==> src/rtl/zs_decoder.sv <==
module zs_decoder (
  input  logic clk,
  input  logic rst_n,
  input  logic pos_in,
  input  logic neg_in,
  input  logic mode_hdb3,
  input  logic zs_en,
  output logic pos_out,
  output logic neg_out,
  output logic bpv_out
);
  localparam int DEPTH = 8;

  logic [DEPTH-1:0] sp, sn, sv;
  logic last_neg, seen;

  wire single  = pos_in ^ neg_in;
  wire viol_in = (pos_in & neg_in) | (single & seen & (neg_in == last_neg));
  wire quiet   = mode_hdb3 & zs_en;

  wire [DEPTH-1:0] wp = {sp[DEPTH-2:0], pos_in};
  wire [DEPTH-1:0] wn = {sn[DEPTH-2:0], neg_in};
  wire [DEPTH-1:0] wv = {sv[DEPTH-2:0], viol_in};
  wire [DEPTH-1:0] wz = ~(wp | wn);
  wire [DEPTH-1:0] ws = wp ^ wn;

  wire hit8 = ~mode_hdb3 & wz[7] & wz[6] & wz[5] & wz[2]
            & ws[4] & ws[3] & ws[1] & ws[0]
            & wv[4] & ~wv[3] & wv[1] & ~wv[0];
  wire hit4 = mode_hdb3 & single & viol_in & wz[1] & wz[2];

  logic [DEPTH-1:0] clr;
  always_comb begin
    clr = '0;
    if (zs_en && hit8) clr = '1;
    else if (zs_en && hit4) clr = {{(DEPTH-4){1'b0}}, 4'hF};
  end

  always_ff @(posedge clk) begin
    if (!rst_n) begin
      sp <= '0;
      sn <= '0;
      sv <= '0;
      last_neg <= 1'b0;
      seen <= 1'b0;
    end else begin
      sp <= wp & ~clr;
      sn <= wn & ~clr;
      sv <= {sv[DEPTH-2:0], viol_in & ~quiet} & ~clr;
      if (single) begin
        last_neg <= neg_in;
        seen <= 1'b1;
      end
    end
  end

  assign pos_out = sp[DEPTH-1];
  assign neg_out = sn[DEPTH-1];
  assign bpv_out = sv[DEPTH-1];
endmodule

==> config.mk <==
export PLATFORM = sky130hd
export DESIGN_NAME = zs_decoder
export DESIGN_NICKNAME = d
export VERILOG_FILES = /design/src/rtl/zs_decoder.sv
export SDC_FILE = /design/constraint.sdc
export NUM_CORES = 1
export LEC_CHECK = 0
export CAP_MARGIN = 20
export CORE_UTILIZATION = 62
export DETAILED_ROUTE_END_ITERATION = 6
export DONT_BUFFER_PORTS = 1
export HOLD_SLACK_MARGIN = 0.05
export MAX_ROUTING_LAYER = met4
export PLACE_DENSITY_LB_ADDON = 0.1
export SLEW_MARGIN = 20
export SYNTH_ARGS = -nofsm -noshare
export SYNTH_HDL_FRONTEND = slang
export SYNTH_SLANG_ARGS = --single-unit
export TNS_END_PERCENT = 20
==> constraint.sdc <==
create_clock -name clk -period 3.3 [get_ports clk]
set_clock_uncertainty 0.2 [all_clocks]
set_input_delay 0.33 -clock clk [delete_from_list [all_inputs] [get_ports clk]]
set_output_delay 0.33 -clock clk [all_outputs]
set_load 0.01 [all_outputs]
==> results.rst, run 1 <==
.. list-table::
   :header-rows: 1

   * - Metric
     - Value
   * - Run status
     - finished, final reports clean
   * - Initial Util
     - 67.92%
   * - Total of flip-flops plus latches after synthesis
     - 26
   * - Number of distinct library cells after synthesis
     - 23
   * - Synth Flop Type
     - dfxtp_1
   * - Wire length of the first global-routing pass
     - 2042 um
   * - Number of cells after detailed placement
     - 102
   * - Growth of design area from synthesis to finish
     - 7.597%
   * - CTS tree
     - yes
   * - Power density relative to cell area
     - 579.6 nW/um2
   * - Iteration count of the initial detailed-routing pass
     - 4
   * - Number of nets with antenna violations after detailed routing
     - 0
   * - Buffer and inverter count on the worst path
     - 1
   * - IO Port Bufs
     - 0
   * - Max Fclk
     - 450.6 MHz
   * - R2r endpoint
     - sn[0]
   * - Portion of total power attributed to sequential cells
     - 57.7%
   * - Die H
     - 40.23 um
   * - Slew of the pin with the lowest slew margin
     - 0.7889 ns
   * - Clock-pin slew of the registers on the worst-case setup and hold paths
     - 0.13 ns
   * - CP max stage cell
     - and4_1
   * - Gate power share
     - 4.8%
   * - Nets
     - 104
   * - Routed wire per std cell
     - 11.48 um
   * - End of the worst hold path
     - sv[0]
   * - Crit. End Element
     - flip-flop
   * - Clock root cell
     - clkbuf_4
   * - Width of the die
     - 40.23 um
   * - Worst stage delay on the critical path
     - 0.56 ns
   * - Global route total overflow
     - 0
   * - Depth of the worst register-to-register path
     - 6
   * - Non-filler cells, final
     - 110
   * - Share of the clock period used by the worst path
     - 67.25%
   * - Tightest Hold Check Type
     - in2reg
   * - Async S/R FF share, synth
     - 0%
   * - Final routed wirelength across all metal layers
     - 1263 um
   * - Via count of the first global-routing pass
     - 501
   * - Area of the multi-input gates
     - 335.3 um2
   * - Setup Viol. Count Final
     - 0
   * - Classification of the worst setup path
     - reg2reg
   * - Net Count, Synth
     - 100
   * - Worst-case setup margin in the final layout
     - 1.081 ns
   * - Post-Route Hold Slack
     - 0.1232 ns
   * - Reported max-cap violation count
     - 0
   * - I/O pin count
     - 9
   * - Total die area
     - 1618 um2
   * - Via-to-Cell Ratio
     - 5.209
   * - Antenna violations before repair
     - 0
   * - Data required time of the critical path
     - 3.29 ns
   * - Total area of sequential cells
     - 520.5 um2
   * - Row count
     - 13
   * - Skew-Pair Late Insertion Delay
     - 0.31 ns
   * - N_diodes
     - 0
   * - Mapped cell area
     - 905.9 um2
   * - FF-to-FF Start
     - sp[0]
   * - Num CTS Buffers
     - 3
   * - Number of levels the H-tree was split into
     - 1
   * - Post-layout min period
     - 2.219 ns
   * - Power share of the clock group
     - 37.6%
   * - Worst slack, placed
     - 1.096 ns
   * - Syn. warnings
     - 0
   * - Area share of the leading cell type in the synthesized netlist
     - 57.46%
   * - Cell family with most CP delay
     - simple AND/OR/NAND/NOR gates
   * - Worst Min Path Start
     - neg_in
   * - Startpoint type of the worst setup path
     - flip-flop
   * - Synth top area cells
     - dfxtp_1 57%, nand2_1 7.5%, and2_1 6.2%, nor3_1 3.9%, nor2_1 2.9%
   * - Post-detail-place hpwl
     - 840.1 um
   * - Slew HR
     - 47.23%
   * - Post-synthesis sequential area ratio
     - 57.46%
   * - Pins Over Slew Limit
     - 0
   * - Maximum clock path buffer count
     - 2
   * - Switch share
     - 18.94%
   * - Maximum fanout encountered on the critical timing path
     - 14
   * - Critical path arrival
     - 2.21 ns
   * - Largest net degree at the start of global routing
     - 27
   * - Placer's final routability congestion estimate
     - 0.7291
   * - Fillers
     - 98
   * - Switching power
     - 0.1070 mW
   * - Cell taking the most area after synthesis
     - dfxtp_1
   * - Post-synth EDFFs
     - 0
   * - Total negative slack for setup checks
     - 0 ns
   * - Crit-path cells
     - inv_1 > ha_1 > or4b_1 > nor4_1 > and4_1 > nor3_1
   * - DR iter-0 viols
     - 21
   * - Routed vias
     - 573
   * - GR Util All Layers
     - 19.90%
   * - Residual DRC count
     - 0
   * - Fin. Hold Viols
     - 0
   * - Design internal power
     - 0.4580 mW
   * - Clock net sink count
     - 26
   * - Post-Syn Area per Cell
     - 9.846 um2
   * - Worst Hold Path Cells
     - 3
   * - Fraction of final layout cells with drive strength greater than 1
     - 7.368%
   * - Post-Synthesis Cells
     - 92
   * - Unrepaired setup endpoints after global routing
     - false
   * - Leak pwr
     - 0.4052 nW
   * - Slack of the worst reg-to-reg path
     - 1.08 ns
   * - Core region area
     - 1334 um2
   * - Worst IR Drop VDD
     - 0.3640 mV
[sequential cells by signal (all words and copies together) (netlist names)]
name / flops
sn: 8
sp: 8
sv: 8
last_neg: 1
seen: 1
[cell usage after synthesis, drive strengths merged, types with 2 or more instances]
master	count
nor4	2
nand2	18
inv	2
and2	9
clkbuf	3
dfxtp	26
ha	2
xnor2	2
nor2	9
nor3	8
buf	2
[power groups by stage]
stage | clock [mW] | combinational (mW) | sequential (mW)
after global routing | 0.226 | 0.0302 | 0.327
after global placement | 0 | 0.0185 | 0.332
after detailed placement | 0 | 0.0192 | 0.333
after CTS | 0.215 | 0.0270 | 0.326
after floorplan | 0 | 0.0198 | 0.332
final | 0.212 | 0.0271 | 0.326
[metal layers]
metal / global-route usage [%] / share of wire [%]
met5: - / 0
met4: 10.00 / 1.2
met3: 3.889 / 3.5
met2: 29.44 / 43
met1: 25.87 / 52
[timing repair]
action | in CTS | in global routing
gates resized for setup | 0 | 0
hold buffers | 4 | 0
endpoints found under the hold margin | 26 | 0
setup buffers | 0 | 0
[kinds of logic (layout without fill, tap and decap cells)]
group | after synthesis | after routing | share of synthesized area [%]
flip-flops | 26 | 26 | 57.46
XOR/XNOR | 3 | 3 | 2.901
multiplexers | 1 | 1 | 1.105
AND/OR/NAND/NOR | 51 | 51 | 28.73
adder cells (fa/ha/maj) | 2 | 2 | 2.762
AO/OA/AOI/OAI | 2 | 2 | 1.520
buffers and inverters | 7 | 10 | 5.525
[through the flow]
step	util, %	total power [mW]	area, um2
global placement	66.14	0.3510	882.1
finish	73.08	0.5650	974.7
floorplan	-	0.3515	905.9
CTS	73.08	0.5677	974.7
detailed placement	66.14	0.3518	882.1
global route	73.08	0.5834	974.7
[final cells by class]
cell class	instances	area share, %
sequential	26	53.40
multi-input combinational	59	34.40
timing repair buffer	4	4.108
clock inverter	1	3.081
clock buffer	3	2.311
tap	15	1.926
inverter	2	0.7702
[worst max-delay path by stage]
stage               endpoint   from  slack (ns)  cells past startpoint
detailed placement     sv[1]  sp[0]        1.10                      6
global route           sn[3]  sp[0]        0.92                      6
finish                 sn[0]  sp[0]        1.08                      6
global placement       sn[1]  sp[0]        1.14                      6
CTS                    sv[1]  sp[0]        1.08                      6
floorplan              sp[1]  sp[0]        1.33                      8
[placed cells by master (no fill, tap or decap), drive strengths merged]
cell type,instances
nor3,8
dlygate4sd3,4
o21a,1
dfxtp,26
ha,2
nor2b,1
inv,2
bufinv,1
nor4bb,1
nand2,18
xnor2,2
nand3,1
and2,9
mux2i,1
nor2,9
a31oi,1
nor4,2
or4b,1
xor2,1
clkbuf,3
and4,1
[tightest hold or removal path, cell delays in order]
cell and delay, ns:
ha_1 0.11, a31oi_1 0.07, nor2_1 0.10
Note: power is estimated with default switching activity, not from simulation.
==> run 2: changes to the inputs <==
- CORE_UTILIZATION: 62 -> 58
- clock period: 3.3 -> 2.1 ns (I/O delays scaled with it)
==> run 2 against run 1 <==
Net effect:
- critical path depth increased by 1
- cell area increased by 5.0%
- flip-flop and latch count is the same
- routed wire length is 16% higher
- hold slack worse by 0.046 ns
- die area rose by 6.5%
- sequential share of layout area shrank 2.3 points
- largest cell class unchanged
- critical path type unchanged
- largest power group unchanged
==> results.rst, run 2 (synthesis gave the netlist of run 1 again) <==
.. list-table::
   :header-rows: 1

   * - Metric
     - Value
   * - Run status
     - finished, final reports clean
   * - Busiest grt layer
     - met2
   * - Post-detail-place hpwl
     - 944.7 um
   * - Clock root cell
     - clkbuf_4
   * - Iteration count of the initial detailed-routing pass
     - 4
   * - Unrepaired setup endpoints after global routing
     - true
   * - Share of the clock period used by the worst path
     - 98.61%
   * - Core region area
     - 1383 um2
   * - Routed wire per std cell
     - 12.93 um
   * - Clock net sink count
     - 26
   * - Leak pwr
     - 0.4213 nW
   * - Worst IR Drop VDD
     - 0.4636 mV
   * - Setup Viol. Count Final
     - 0
   * - Residual DRC count
     - 0
   * - Finished layout cell area
     - 1023 um2
   * - Final routed wirelength across all metal layers
     - 1461 um
   * - Via-to-Cell Ratio
     - 5.425
   * - GR Util All Layers
     - 16.59%
   * - Power share of the clock group
     - 25.5%
   * - Skew-Pair Late Insertion Delay
     - 0.30 ns
   * - Row count
     - 13
   * - I/O pin count
     - 9
   * - Reported max-cap violation count
     - 0
   * - Initial Util
     - 65.52%
   * - Num CTS Buffers
     - 3
   * - Placed standard-cell area
     - 912.1 um2
   * - DR iter-0 viols
     - 3
   * - Largest net degree at the start of global routing
     - 27
   * - Gate power share
     - 6.7%
   * - Fraction of final layout cells with drive strength greater than 1
     - 19.39%
   * - Post-Route Hold Slack
     - 0.07741 ns
   * - Growth of design area from synthesis to finish
     - 12.98%
   * - Post-CTS Repair Setup Buffers
     - 0
   * - Classification of the worst setup path
     - reg2reg
   * - Leading registers by flop count
     - sn (8), sp (8), sv (8)
   * - Startpoint type of the worst setup path
     - flip-flop
   * - Switch share
     - 20.95%
   * - Maximum fanout encountered on the critical timing path
     - 7
   * - Crit. End Element
     - flip-flop
   * - Slew of the pin with the lowest slew margin
     - 0.7541 ns
   * - Clock-pin slew of the registers on the worst-case setup and hold paths
     - 0.12 ns
   * - Fin. Hold Viols
     - 0
   * - Design internal power
     - 0.5982 mW
   * - Tightest Hold Check Type
     - in2reg
   * - Non-filler cells, final
     - 113
   * - Global route total overflow
     - 0
   * - IO Port Bufs
     - 0
   * - Width of the die
     - 41.52 um
   * - Pins Over Slew Limit
     - 0
   * - Routed vias
     - 613
   * - N_diodes
     - 0
   * - Met3 Track Usage GR
     - 3.043%
   * - Placer's final routability congestion estimate
     - 0.7316
   * - Antenna violations before repair
     - 0
   * - Slew HR
     - 49.56%
   * - Wire length of the first global-routing pass
     - 2139 um
   * - Leading cell type in the layout, fill and taps excluded
     - dfxtp_1
   * - Maximum clock path buffer count
     - 2
   * - Number of cells after detailed placement
     - 106
   * - Worst slack, placed
     - 0.1398 ns
   * - Critical path arrival
     - 2.07 ns
   * - Total die area
     - 1724 um2
   * - Nets
     - 108
   * - Switching power
     - 0.1585 mW
   * - Number of nets with antenna violations after detailed routing
     - 0
   * - Max Fclk
     - 482.9 MHz
   * - Met1 track utilization from global routing
     - 20.51%
   * - Worst-case setup margin in the final layout
     - 0.02911 ns
   * - CTS tree
     - yes
   * - Overall power after layout
     - 0.7566 mW
   * - Data required time of the critical path
     - 2.10 ns
   * - Via count of the first global-routing pass
     - 521
   * - Number of levels the H-tree was split into
     - 1
   * - Global-route met2 utilization
     - 27.19%
   * - Power density relative to cell area
     - 739.3 nW/um2
   * - Post-layout min period
     - 2.071 ns
   * - Portion of total power attributed to sequential cells
     - 67.8%
   * - Die H
     - 41.52 um
   * - Commonest cells after routing, fill and taps aside
     - 24 x dfxtp_1, 18 x nand2_1, 9 x and2_1
==> run 2: what timing repair did <==
action                                  in CTS  in global routing
endpoints found under the setup margin       0                 14
hold buffers                                 4                  0
hold endpoints to repair                    26                  0
gates resized for setup                      0                 12
==> run 2: cell type report <==
type	count	area, um2
fill	111	359.1
inverter	2	7.507
sequential	26	523.0
multi-input combinational	59	374.1
tap	15	18.77
timing repair buffer	8	77.57
clock buffer	3	22.52
==> run 2: power groups by stage <==
stage / logic [mW] / clock network [mW] / registers, mW
floorplan: 0.0311 / 0 / 0.521
global placement: 0.0302 / 0 / 0.522
detailed placement: 0.0313 / 0 / 0.523
CTS: 0.0441 / 0.196 / 0.512
global route: 0.0557 / 0.209 / 0.514
finish: 0.0507 / 0.193 / 0.513
==> run 2: path summary, 6_finish.rpt <==
check	from	endpoint	slack (ns)	cells past startpoint
worst max-delay path	sp[0]	sv[2]	0.03	7
worst min-delay path	neg_in	sv[0]	0.08	3
worst max register to register	sp[0]	sv[2]	0.03	7
worst min register to register	sv[6]	sv[7]	0.22	2
==> run 2: per-stage QoR <==
| stage | utilization [%] | TNS [ns] |
|---|---|---|
| finish | 74.03 | 0 |
| global route | 74.03 | -0.1631 |
| CTS | 70.50 | 0 |
| detailed placement | 65.97 | 0 |
| global placement | 65.97 | 0 |
| floorplan | - | 0 |
==> run 2: worst max-delay path: stages, from the launching register on <==
cell     delay [ns]
dfxtp_2        0.36
inv_2          0.04
ha_4           0.25
or4b_4         0.47
nor4_4         0.20
and4_4         0.26
buf_6          0.13
nor3_2         0.05
==> run 2: per-layer routing <==
metal,up-vias,part of all wire [%],routed length [um]
li1,313,-,-
met5,-,0,0
met3,4,2.5,36
met2,10,49,721
met1,286,47,688
met4,0,0.96,14
